`config.mk`:
```
export PLATFORM = sky130hd
export DESIGN_NAME = verdict_sorter
export DESIGN_NICKNAME = d
export VERILOG_FILES = /design/src/rtl/vs_pkg.sv /design/src/rtl/vs_delta.sv /design/src/rtl/vs_window.sv /design/src/rtl/vs_rank.sv /design/src/rtl/verdict_sorter.sv
export SDC_FILE = /design/constraint.sdc
export NUM_CORES = 1
export LEC_CHECK = 0
export BUFFER_PORTS_ARGS = -buffer_cell sky130_fd_sc_hd__buf_2
export CELL_PAD_IN_SITES_DETAIL_PLACEMENT = 0
export CELL_PAD_IN_SITES_GLOBAL_PLACEMENT = 2
export CORE_UTILIZATION = 29
export DETAILED_ROUTE_END_ITERATION = 6
export GPL_TIMING_DRIVEN = 0
export PLACE_DENSITY = 0.79
export SYNTH_ARGS = -nofsm -noshare
export SYNTH_HDL_FRONTEND = slang
export SYNTH_SLANG_ARGS = --single-unit
```
`constraint.sdc`:
```
create_clock -name clk -period 0.8 [get_ports clk]
set_clock_uncertainty 0.05 [all_clocks]
set_input_delay 0.08 -clock clk [delete_from_list [all_inputs] [get_ports clk]]
set_output_delay 0.08 -clock clk [all_outputs]
set_load 0.1 [all_outputs]
```
`src/rtl/vs_pkg.sv`:
```
package vs_pkg;
  localparam int NUM_V    = 9;
  localparam int V_PASS   = 0;
  localparam int V_LOW    = 1;
  localparam int V_HIGH   = 2;
  localparam int V_OSC    = 3;
  localparam int V_ERR    = 4;
  localparam int V_AVAL   = 5;
  localparam int V_OPEN   = 6;
  localparam int V_SHORT  = 7;
  localparam int V_CONTF  = 8;

  // a - b clamped to [0, cap]
  function automatic logic [15:0] sat_diff(input logic [15:0] a,
                                           input logic [15:0] b,
                                           input logic [15:0] cap);
    logic [15:0] d;
    if (a < b) return 16'd0;
    d = a - b;
    return (d > cap) ? cap : d;
  endfunction

  // highest set index of a condition vector, returned one-hot
  function automatic logic [NUM_V-1:0] top_pick(input logic [NUM_V-1:0] c);
    logic [NUM_V-1:0] r;
    r = '0;
    for (int i = 0; i < NUM_V; i++)
      if (c[i]) r = NUM_V'(1) << i;
    return r;
  endfunction
endpackage

```
`src/rtl/vs_delta.sv`:
```
module vs_delta #(
  parameter int MV_W      = 12,
  parameter int D_W       = 11,
  parameter int DELTA_MAX = 1999
) (
  input  logic [MV_W-1:0] first_mv,
  input  logic [MV_W-1:0] second_mv,
  output logic [D_W-1:0]  delta_mv,
  output logic            sign_err
);
  import vs_pkg::*;
  logic [15:0] d16;
  assign sign_err = first_mv < second_mv;
  assign d16      = sat_diff(16'(first_mv), 16'(second_mv), 16'(DELTA_MAX));
  assign delta_mv = d16[D_W-1:0];
endmodule

```
`src/rtl/vs_window.sv`:
```
module vs_window #(
  parameter int MV_W     = 12,
  parameter int SHORT_MV = 200,
  parameter int OPEN_MV  = 3000
) (
  input  logic [MV_W-1:0] first_mv,
  output logic            short_hit,
  output logic            open_hit
);
  localparam logic [MV_W-1:0] SHORT_L = MV_W'(SHORT_MV);
  localparam logic [MV_W-1:0] OPEN_L  = MV_W'(OPEN_MV);
  assign short_hit = first_mv < SHORT_L;
  assign open_hit  = first_mv > OPEN_L;
endmodule

```
`src/rtl/vs_rank.sv`:
```
module vs_rank #(
  parameter int D_W = 11
) (
  input  logic                   contact_fail,
  input  logic                   short_hit,
  input  logic                   open_hit,
  input  logic                   avalanche,
  input  logic                   sign_err,
  input  logic                   oscillation,
  input  logic [D_W-1:0]         delta_mv,
  input  logic [D_W-1:0]         limit_hi_mv,
  input  logic [D_W-1:0]         limit_lo_mv,
  output logic [vs_pkg::NUM_V-1:0] pick
);
  import vs_pkg::*;
  logic [NUM_V-1:0] cond;
  always_comb begin
    cond          = '0;
    cond[V_PASS]  = 1'b1;
    cond[V_LOW]   = delta_mv < limit_lo_mv;
    cond[V_HIGH]  = delta_mv > limit_hi_mv;
    cond[V_OSC]   = oscillation;
    cond[V_ERR]   = sign_err;
    cond[V_AVAL]  = avalanche;
    cond[V_OPEN]  = open_hit;
    cond[V_SHORT] = short_hit;
    cond[V_CONTF] = contact_fail;
  end
  assign pick = top_pick(cond);
endmodule

```
`src/rtl/verdict_sorter.sv`:
```
module verdict_sorter #(
  parameter int MV_W      = 12,
  parameter int D_W       = 11,
  parameter int DELTA_MAX = 1999,
  parameter int SHORT_MV  = 200,
  parameter int OPEN_MV   = 3000
) (
  input  logic                     clk,
  input  logic                     rst_n,
  input  logic                     eval_req,
  input  logic                     contact_fail,
  input  logic                     avalanche,
  input  logic                     oscillation,
  input  logic [MV_W-1:0]          samp_first_mv,
  input  logic [MV_W-1:0]          samp_second_mv,
  input  logic [D_W-1:0]           limit_hi_mv,
  input  logic [D_W-1:0]           limit_lo_mv,
  output logic [vs_pkg::NUM_V-1:0] verdict,
  output logic                     verdict_vld,
  output logic [D_W-1:0]           delta_mv
);
  import vs_pkg::*;

  // named internal events
  logic [D_W-1:0]   delta_c;
  logic             sign_err;
  logic             short_hit;
  logic             open_hit;
  logic [NUM_V-1:0] pick;

  vs_delta #(.MV_W(MV_W), .D_W(D_W), .DELTA_MAX(DELTA_MAX)) u_delta (
    .first_mv (samp_first_mv),
    .second_mv(samp_second_mv),
    .delta_mv (delta_c),
    .sign_err (sign_err)
  );

  vs_window #(.MV_W(MV_W), .SHORT_MV(SHORT_MV), .OPEN_MV(OPEN_MV)) u_window (
    .first_mv (samp_first_mv),
    .short_hit(short_hit),
    .open_hit (open_hit)
  );

  vs_rank #(.D_W(D_W)) u_rank (
    .contact_fail(contact_fail),
    .short_hit   (short_hit),
    .open_hit    (open_hit),
    .avalanche   (avalanche),
    .sign_err    (sign_err),
    .oscillation (oscillation),
    .delta_mv    (delta_c),
    .limit_hi_mv (limit_hi_mv),
    .limit_lo_mv (limit_lo_mv),
    .pick        (pick)
  );

  always_ff @(posedge clk or negedge rst_n) begin
    if (!rst_n) begin
      verdict     <= '0;
      verdict_vld <= 1'b0;
      delta_mv    <= '0;
    end else begin
      verdict_vld <= eval_req;
      verdict     <= eval_req ? pick    : '0;
      delta_mv    <= eval_req ? delta_c : '0;
    end
  end
endmodule

```
[Yosys cells after proc, flatten, opt, wreduce, memory -nomap -nowiden]
Cells that the tools add are included.
Word-level totals
  register bits: 21
  latch bits: 0
  memories kept: 0
  ROM bits: 0
  input bits: 52
  bits in writable memories: 0
Operators by class
  add/subtract/negate cells: 1
  $lt $le $gt $ge: 7
  shifts and indexed selects: 0
  muxes and demuxes: 14
  multipliers: 0
  divide/modulo/power cells: 0
  equal/unequal tests: 0
  bitwise logic cells: 0
  reductions and logical operators: 0
Operators with widths (number)
  $mux 11: 4
  $lt 12x12->1: 2
  $mux 9: 2
  $gt 16x11->1 const B: 1
  $sub 12x12->13: 1
  $gt 12x12->1 const B: 1
  $lt 12x8->1 const B: 1
  $gt 11x11->1: 1
  $lt 11x11->1: 1
  $mux 8: 1
  $mux 7: 1
  $mux 6: 1
  $mux 5: 1
  $mux 4: 1
  $mux 3: 1
  $mux 2: 1
  $mux 1: 1

[Logic depth before layout (Yosys ltp)]
  word-level depth: 14
  gate-level depth with buffers: 22
  mapped depth without buffers: 22

[Hierarchy]
Synthesis repeated with hierarchy kept, for this count alone.
Second synthesis, totals
  cells, all modules: 250
  area, all modules: 2177.1 um^2
By module, submodules not included
  vs_delta: cells each 117, area each 822.0 um^2, times used 1
  verdict_sorter: cells each 43, area each 686.9 um^2, times used 1
  vs_rank: cells each 83, area each 615.6 um^2, times used 1
  vs_window: cells each 7, area each 52.6 um^2, times used 1

[Worst setup path after synthesis]
OpenSTA, ideal clock, no wires.
  kind: input to register
  start: input samp_second_mv[7]
  end: register verdict[0] (netlist bit)
  arrival time: 3.642 ns
  setup slack: -3.011 ns
  stages on the path: 21
  cell sequence: inv_1 ha_1 buf_12 a21o_2 a211oi_1 mux2i_1 nand4_2 nor4_2 nand4b_2 nand2_1 nor3_1 ha_1 a211oi_1 nor2_1 o21a_1 o21ai_0 nand2b_1 a21o_2 a21oi_1 nand2_1 o21a_1
On the way
  cells in the longest elaborated chain, start to end: 14
  elaborated cells between the ends (all ways): 18
  classes of those cells: 1 x add/sub; 5 x order compare; 12 x mux
Ends and longest elaborated chain
  start, declared: RTL line verdict_sorter.sv:15  | input logic [MV_W-1:0] samp_second_mv,
  $sub 12x12->13: RTL line vs_pkg.sv:19  | d = a - b;
  $gt 16x11->1: RTL line vs_pkg.sv:20  | return (d > cap) ? cap : d;
  $mux 11: RTL line vs_pkg.sv:20
  $mux 11: RTL line vs_pkg.sv:19
  $lt 11x11->1: RTL line vs_rank.sv:20  | cond[V_LOW] = delta_mv < limit_lo_mv;
  $mux 2: RTL line vs_pkg.sv:28  | if (c[i]) r = NUM_V'(1) << i;
  $mux 3: RTL line vs_pkg.sv:28
  $mux 4: RTL line vs_pkg.sv:28
  $mux 5 *: RTL line vs_pkg.sv:28
  $mux 6 *: RTL line vs_pkg.sv:28
  $mux 7 *: RTL line vs_pkg.sv:28
  $mux 8 *: RTL line vs_pkg.sv:28
  $mux 9 *: RTL line vs_pkg.sv:28
  $mux 9 *: RTL line verdict_sorter.sv:64  | verdict <= eval_req ? pick : '0;
  end signal, assigned: RTL line verdict_sorter.sv:64
  end, declared: RTL line verdict_sorter.sv:18  | output logic [vs_pkg::NUM_V-1:0] verdict,
Every way passes the cells marked *; elsewhere a longest branch is shown, timed or not.

[Final worst setup path]
  start: input samp_first_mv[0]
  end: register verdict[1] (netlist bit)
On the way
  cells in the longest elaborated chain, start to end: 14
  elaborated cells between the ends (all ways): 20
  classes of those cells: 1 x add/sub; 7 x order compare; 12 x mux
Ends and longest elaborated chain
  start, declared: RTL line verdict_sorter.sv:14  | input logic [MV_W-1:0] samp_first_mv,
  $sub 12x12->13: RTL line vs_pkg.sv:19
  $gt 16x11->1: RTL line vs_pkg.sv:20
  $mux 11: RTL line vs_pkg.sv:20
  $mux 11: RTL line vs_pkg.sv:19
  $lt 11x11->1: RTL line vs_rank.sv:20
  $mux 2: RTL line vs_pkg.sv:28
  $mux 3: RTL line vs_pkg.sv:28
  $mux 4: RTL line vs_pkg.sv:28
  $mux 5: RTL line vs_pkg.sv:28
  $mux 6: RTL line vs_pkg.sv:28
  $mux 7: RTL line vs_pkg.sv:28
  $mux 8 *: RTL line vs_pkg.sv:28
  $mux 9 *: RTL line vs_pkg.sv:28
  $mux 9 *: RTL line verdict_sorter.sv:64
Marked as above.

==> impl.org <==
** Run status
- Status :: finished, violations left
- Failing checks :: negative hold slack, negative setup slack

** Logic synthesis
- Cell type contributing the most total cell area after synthesis :: sky130_fd_sc_hd__dfrtp_1
- In the synthesized netlist, the number of instances is 256.
- By instance count, the leading cell after synthesis is sky130_fd_sc_hd__inv_1.
- Seq/Total Area, Yosys :: 0.239
- In this run, synthesis inferred 0 flip-flops with an integrated enable.
- Number of distinct standard cells referenced by the synthesized netlist :: 65
- Async set-or-reset flop fraction in the synthesized netlist :: 1.00
- Yosys attributes the largest share of cell area to sky130_fd_sc_hd__dfrtp_1 (24%), sky130_fd_sc_hd__ha_1 (19%), sky130_fd_sc_hd__inv_1 (6.3%), sky130_fd_sc_hd__a21oi_1 (3.9%), sky130_fd_sc_hd__nor2_1 (3.2%).
- After synthesis the netlist holds a flip-flop and latch count of 21.
- Number of nets produced by synthesis :: approximately 340
- By count the netlist is led by sky130_fd_sc_hd__inv_1 (37), sky130_fd_sc_hd__ha_1 (33), sky130_fd_sc_hd__dfrtp_1 (21).
- Area share of the largest cell type after synthesis :: 0.239
- Predominant post-synthesis flop cell :: sky130_fd_sc_hd__dfrtp_1
- Yosys Warn Count :: 0
- Average size of a mapped cell :: 8.60 um^2
- Combined area of all synthesized cells :: between 0.002 and 0.0025 mm^2

** Timing
- Worst path setup slack after routing :: -2730 ps
- Final Hold Violating Endpoints :: 1
- Worst Max-Slew Pin Slew :: ~570 ps
- Final cycle utilization of the critical path :: 4.41
- The smallest clock period supported by the final layout is computed as 3530 ps.
- Hold slack final :: -63.7 ps
- Static timing analysis puts the maximum clock frequency at 0.283 GHz.
- Headroom to the max-slew limit came out at 0.615.
- The max-slew violation total from the final report came to 0.
- RSZ-0062 raised after global routing :: true
- Setup violation total in the final timing report :: 39

** Worst hold path
- The worst hold path passes through 2 cells.
- In this run the worst hold path is classified as in -> reg.

** Routing
- The final layout contains routed wiring with a total length of 6210 um.
- The count of nets left with antenna violations once routing finished came out at 0.
- Dividing the detail-routed wire length by the instance count gives 13.7 um.
- DRC violation count after routing :: 0
- For this block, the via count after detailed routing is 2202.
- Dividing the detail-routed via count by the number of cells gives 4.85.
- Number of iterations in the first detailed-routing pass :: 4
- After the first detailed-routing iteration, the DRC count stood at 75.

** Finish
- After the last flow step, the layout net total stands at 442.
- Ant. Diodes :: 0
- Of the cells placed in the final design, the portion with a size suffix greater than 1 is 0.549.
- Area growth, synth to finish :: 64.1%
- Once layout is complete, the cells apart from fillers number 454.

** GRT
- In the global route stage, overall resource usage came out at 0.155.
- The via count of the first global-routing pass is slightly above 2000.
- Maximum number of pins on one net before global-route repair :: 22
- Number of antenna violations at the first check in global routing :: 0
- Summed over all layers, the global routing overflow is 0.
- The first global-routing pass estimated 9560 um of wire.

** Floorplan
- Die height :: 89.1 um
- The die covers 0.00794 mm^2.
- Number of rows in the core area :: 31
- Core area :: 0.00729 mm^2
- The floorplan step set the die width to 89.1 um.
- I/O pin count :: 73
- Initial core utilization :: 0.302

** Clock tree
- In this run the deepest clock path goes through 2 buffers.
- Clock-pin slew was measured on the worst setup and hold paths at 90 ps.
- Sink count of the clock tree :: 21
- Number of H-tree levels :: 1
- The root buffer cell chosen for the clock tree is sky130_fd_sc_hd__clkbuf_8.
- CTS Buf Count :: 3
- Clock tree from TritonCTS :: yes
- The number of hold buffers added after CTS was 2.

** Setup path
- The worst setup path is launched from an input pin.
- The critical path is of the in -> reg type.
- Along the worst path, the maximum fanout reaches 3.
- CP arrival :: roughly 3700 ps
- Required time of the worst setup path :: 960 ps
- The worst setup path is captured at a flip-flop.

** Place
- Total half-perimeter wirelength after legalization and detailed placement :: 4900 um
- Routability cong. :: 0.796
- Including well taps, the total number of placed cells is 427.
- Port buffering added 72 buffers.

** Power
- Max rail drop VDD :: ~0.0006 V
- For this design the ratio of total power to cell area is approximately 1300 mW/mm^2.
- Leakage Power :: 1.70 nW

** Run
- Total of max-cap violations :: 0
[sequential cells by signal, summed over array words and instances, names as in the netlist]
register / cells
verdict_vld: 1
delta_mv: 11
verdict: 9
[layout make-up]
cell class	count	area [um^2]
plain buffers	5	57.6
clock buffers	3	41.3
repair buffers	96	836
well taps	99	124
inverters	37	164
clock inverters	1	7.51
fillers	731	3680
multi-input cells	192	1830
flip-flops and latches	21	549
[power breakdown]
group          total, mW  switching, mW  internal (mW)
Clock              0.725          0.372          0.352
Combinational       2.97           1.65           1.33
Sequential          1.18         0.0471           1.13
[worst paths after layout]
kind                             startpoint                   end  slack, ps
max                        samp_first_mv[0]  verdict[1]$_DFF_PN0_      -2730
min                            contact_fail  verdict[7]$_DFF_PN0_        -60
max in group asynchronous             rst_n  verdict[6]$_DFF_PN0_        240
min in group asynchronous             rst_n  verdict[0]$_DFF_PN0_        200
[through the flow]
stage                     total power [mW]  setup slack, ps  TNS (ps)  cell area, um^2  utilization
final                                 4.88            -2730    -29230             3610        0.495
after global routing                  5.20            -2960    -31940             3610        0.495
after floorplan                       2.98            -2660    -24710             2440            -
after global placement                3.54            -3340    -34680             2930        0.401
after CTS                             4.70            -2730    -28760             3420        0.469
after detailed placement              3.55            -3360    -34890             2930        0.401
[worst max-delay path, cell delays in order]
cell and delay (ps):
sky130_fd_sc_hd__buf_12 90, sky130_fd_sc_hd__inv_12 30, sky130_fd_sc_hd__ha_4 140, sky130_fd_sc_hd__fa_2 360, sky130_fd_sc_hd__nand2b_4 180, sky130_fd_sc_hd__a211oi_4 240
sky130_fd_sc_hd__o2111ai_1 150, sky130_fd_sc_hd__a32o_2 270, sky130_fd_sc_hd__a21oi_2 150, sky130_fd_sc_hd__nand4b_4 150, sky130_fd_sc_hd__and3_4 230, sky130_fd_sc_hd__nor2_4 110
sky130_fd_sc_hd__ha_4 210, sky130_fd_sc_hd__nor2b_4 120, sky130_fd_sc_hd__nor3_2 110, sky130_fd_sc_hd__o21bai_1 110, sky130_fd_sc_hd__a211oi_1 240, sky130_fd_sc_hd__o21ai_1 100
sky130_fd_sc_hd__o2111ai_1 90, sky130_fd_sc_hd__a21o_1 200, sky130_fd_sc_hd__and2_4 150, sky130_fd_sc_hd__o311a_1 160
[layout by cell type (no fill, tap or decap), types with 3 or more instances in the layout]
cell                       Yosys  layout
sky130_fd_sc_hd__nand2_1      10       9
sky130_fd_sc_hd__and2_1        8       6
sky130_fd_sc_hd__buf_12        1      11
sky130_fd_sc_hd__a21o_1        3       3
sky130_fd_sc_hd__nor3_1        6       4
sky130_fd_sc_hd__nor2_2        1       7
sky130_fd_sc_hd__nand2b_1      3       3
sky130_fd_sc_hd__ha_4          0       8
sky130_fd_sc_hd__buf_4         1      18
sky130_fd_sc_hd__buf_8         0       6
sky130_fd_sc_hd__buf_6         1      14
sky130_fd_sc_hd__dfrtp_2       0      19
sky130_fd_sc_hd__ha_1         33      22
sky130_fd_sc_hd__inv_1        37      33
sky130_fd_sc_hd__nor2b_1       6       3
sky130_fd_sc_hd__and2_4        0       3
sky130_fd_sc_hd__a21oi_2       2       7
sky130_fd_sc_hd__clkbuf_8      1       5
sky130_fd_sc_hd__o21a_1        6       6
sky130_fd_sc_hd__nand3_1       4       3
sky130_fd_sc_hd__or3_1         3       3
sky130_fd_sc_hd__ha_2          0       3
sky130_fd_sc_hd__o21ai_0       6       4
sky130_fd_sc_hd__o21ai_1       2       4
sky130_fd_sc_hd__nand4_1       4       4
sky130_fd_sc_hd__buf_2         1      47
sky130_fd_sc_hd__a21oi_1      17      10
sky130_fd_sc_hd__nor2_1       19      10
sky130_fd_sc_hd__xor2_1        3       3
sky130_fd_sc_hd__nor2_4        0       3
[kinds of logic after synthesis]
family / synth area share
simple gates: 0.213
flops: 0.239
compound gates: 0.226
mux: 0.0148
buf+inv: 0.0910
xor+xnor: 0.0199
fa+ha+maj: 0.197
[timing repair]
item	4_1_cts	5_1_grt
setup endpoints to repair	40	47
cloned	0	0
setup buffers	15	7
pin swaps	25	8
resized for setup	87	31
endpoints found under the hold margin	23	1
[metal layers]
metal | routed length, um | vias up | track usage
met5 | 0 | - | 0
met4 | 21 | 0 | 0.0173
met3 | 259 | 4 | 0.0194
met2 | 2980 | 51 | 0.261
met1 | 2950 | 1028 | 0.218
li1 | - | 1119 | -
Note: power is estimated with default switching activity, not from simulation.
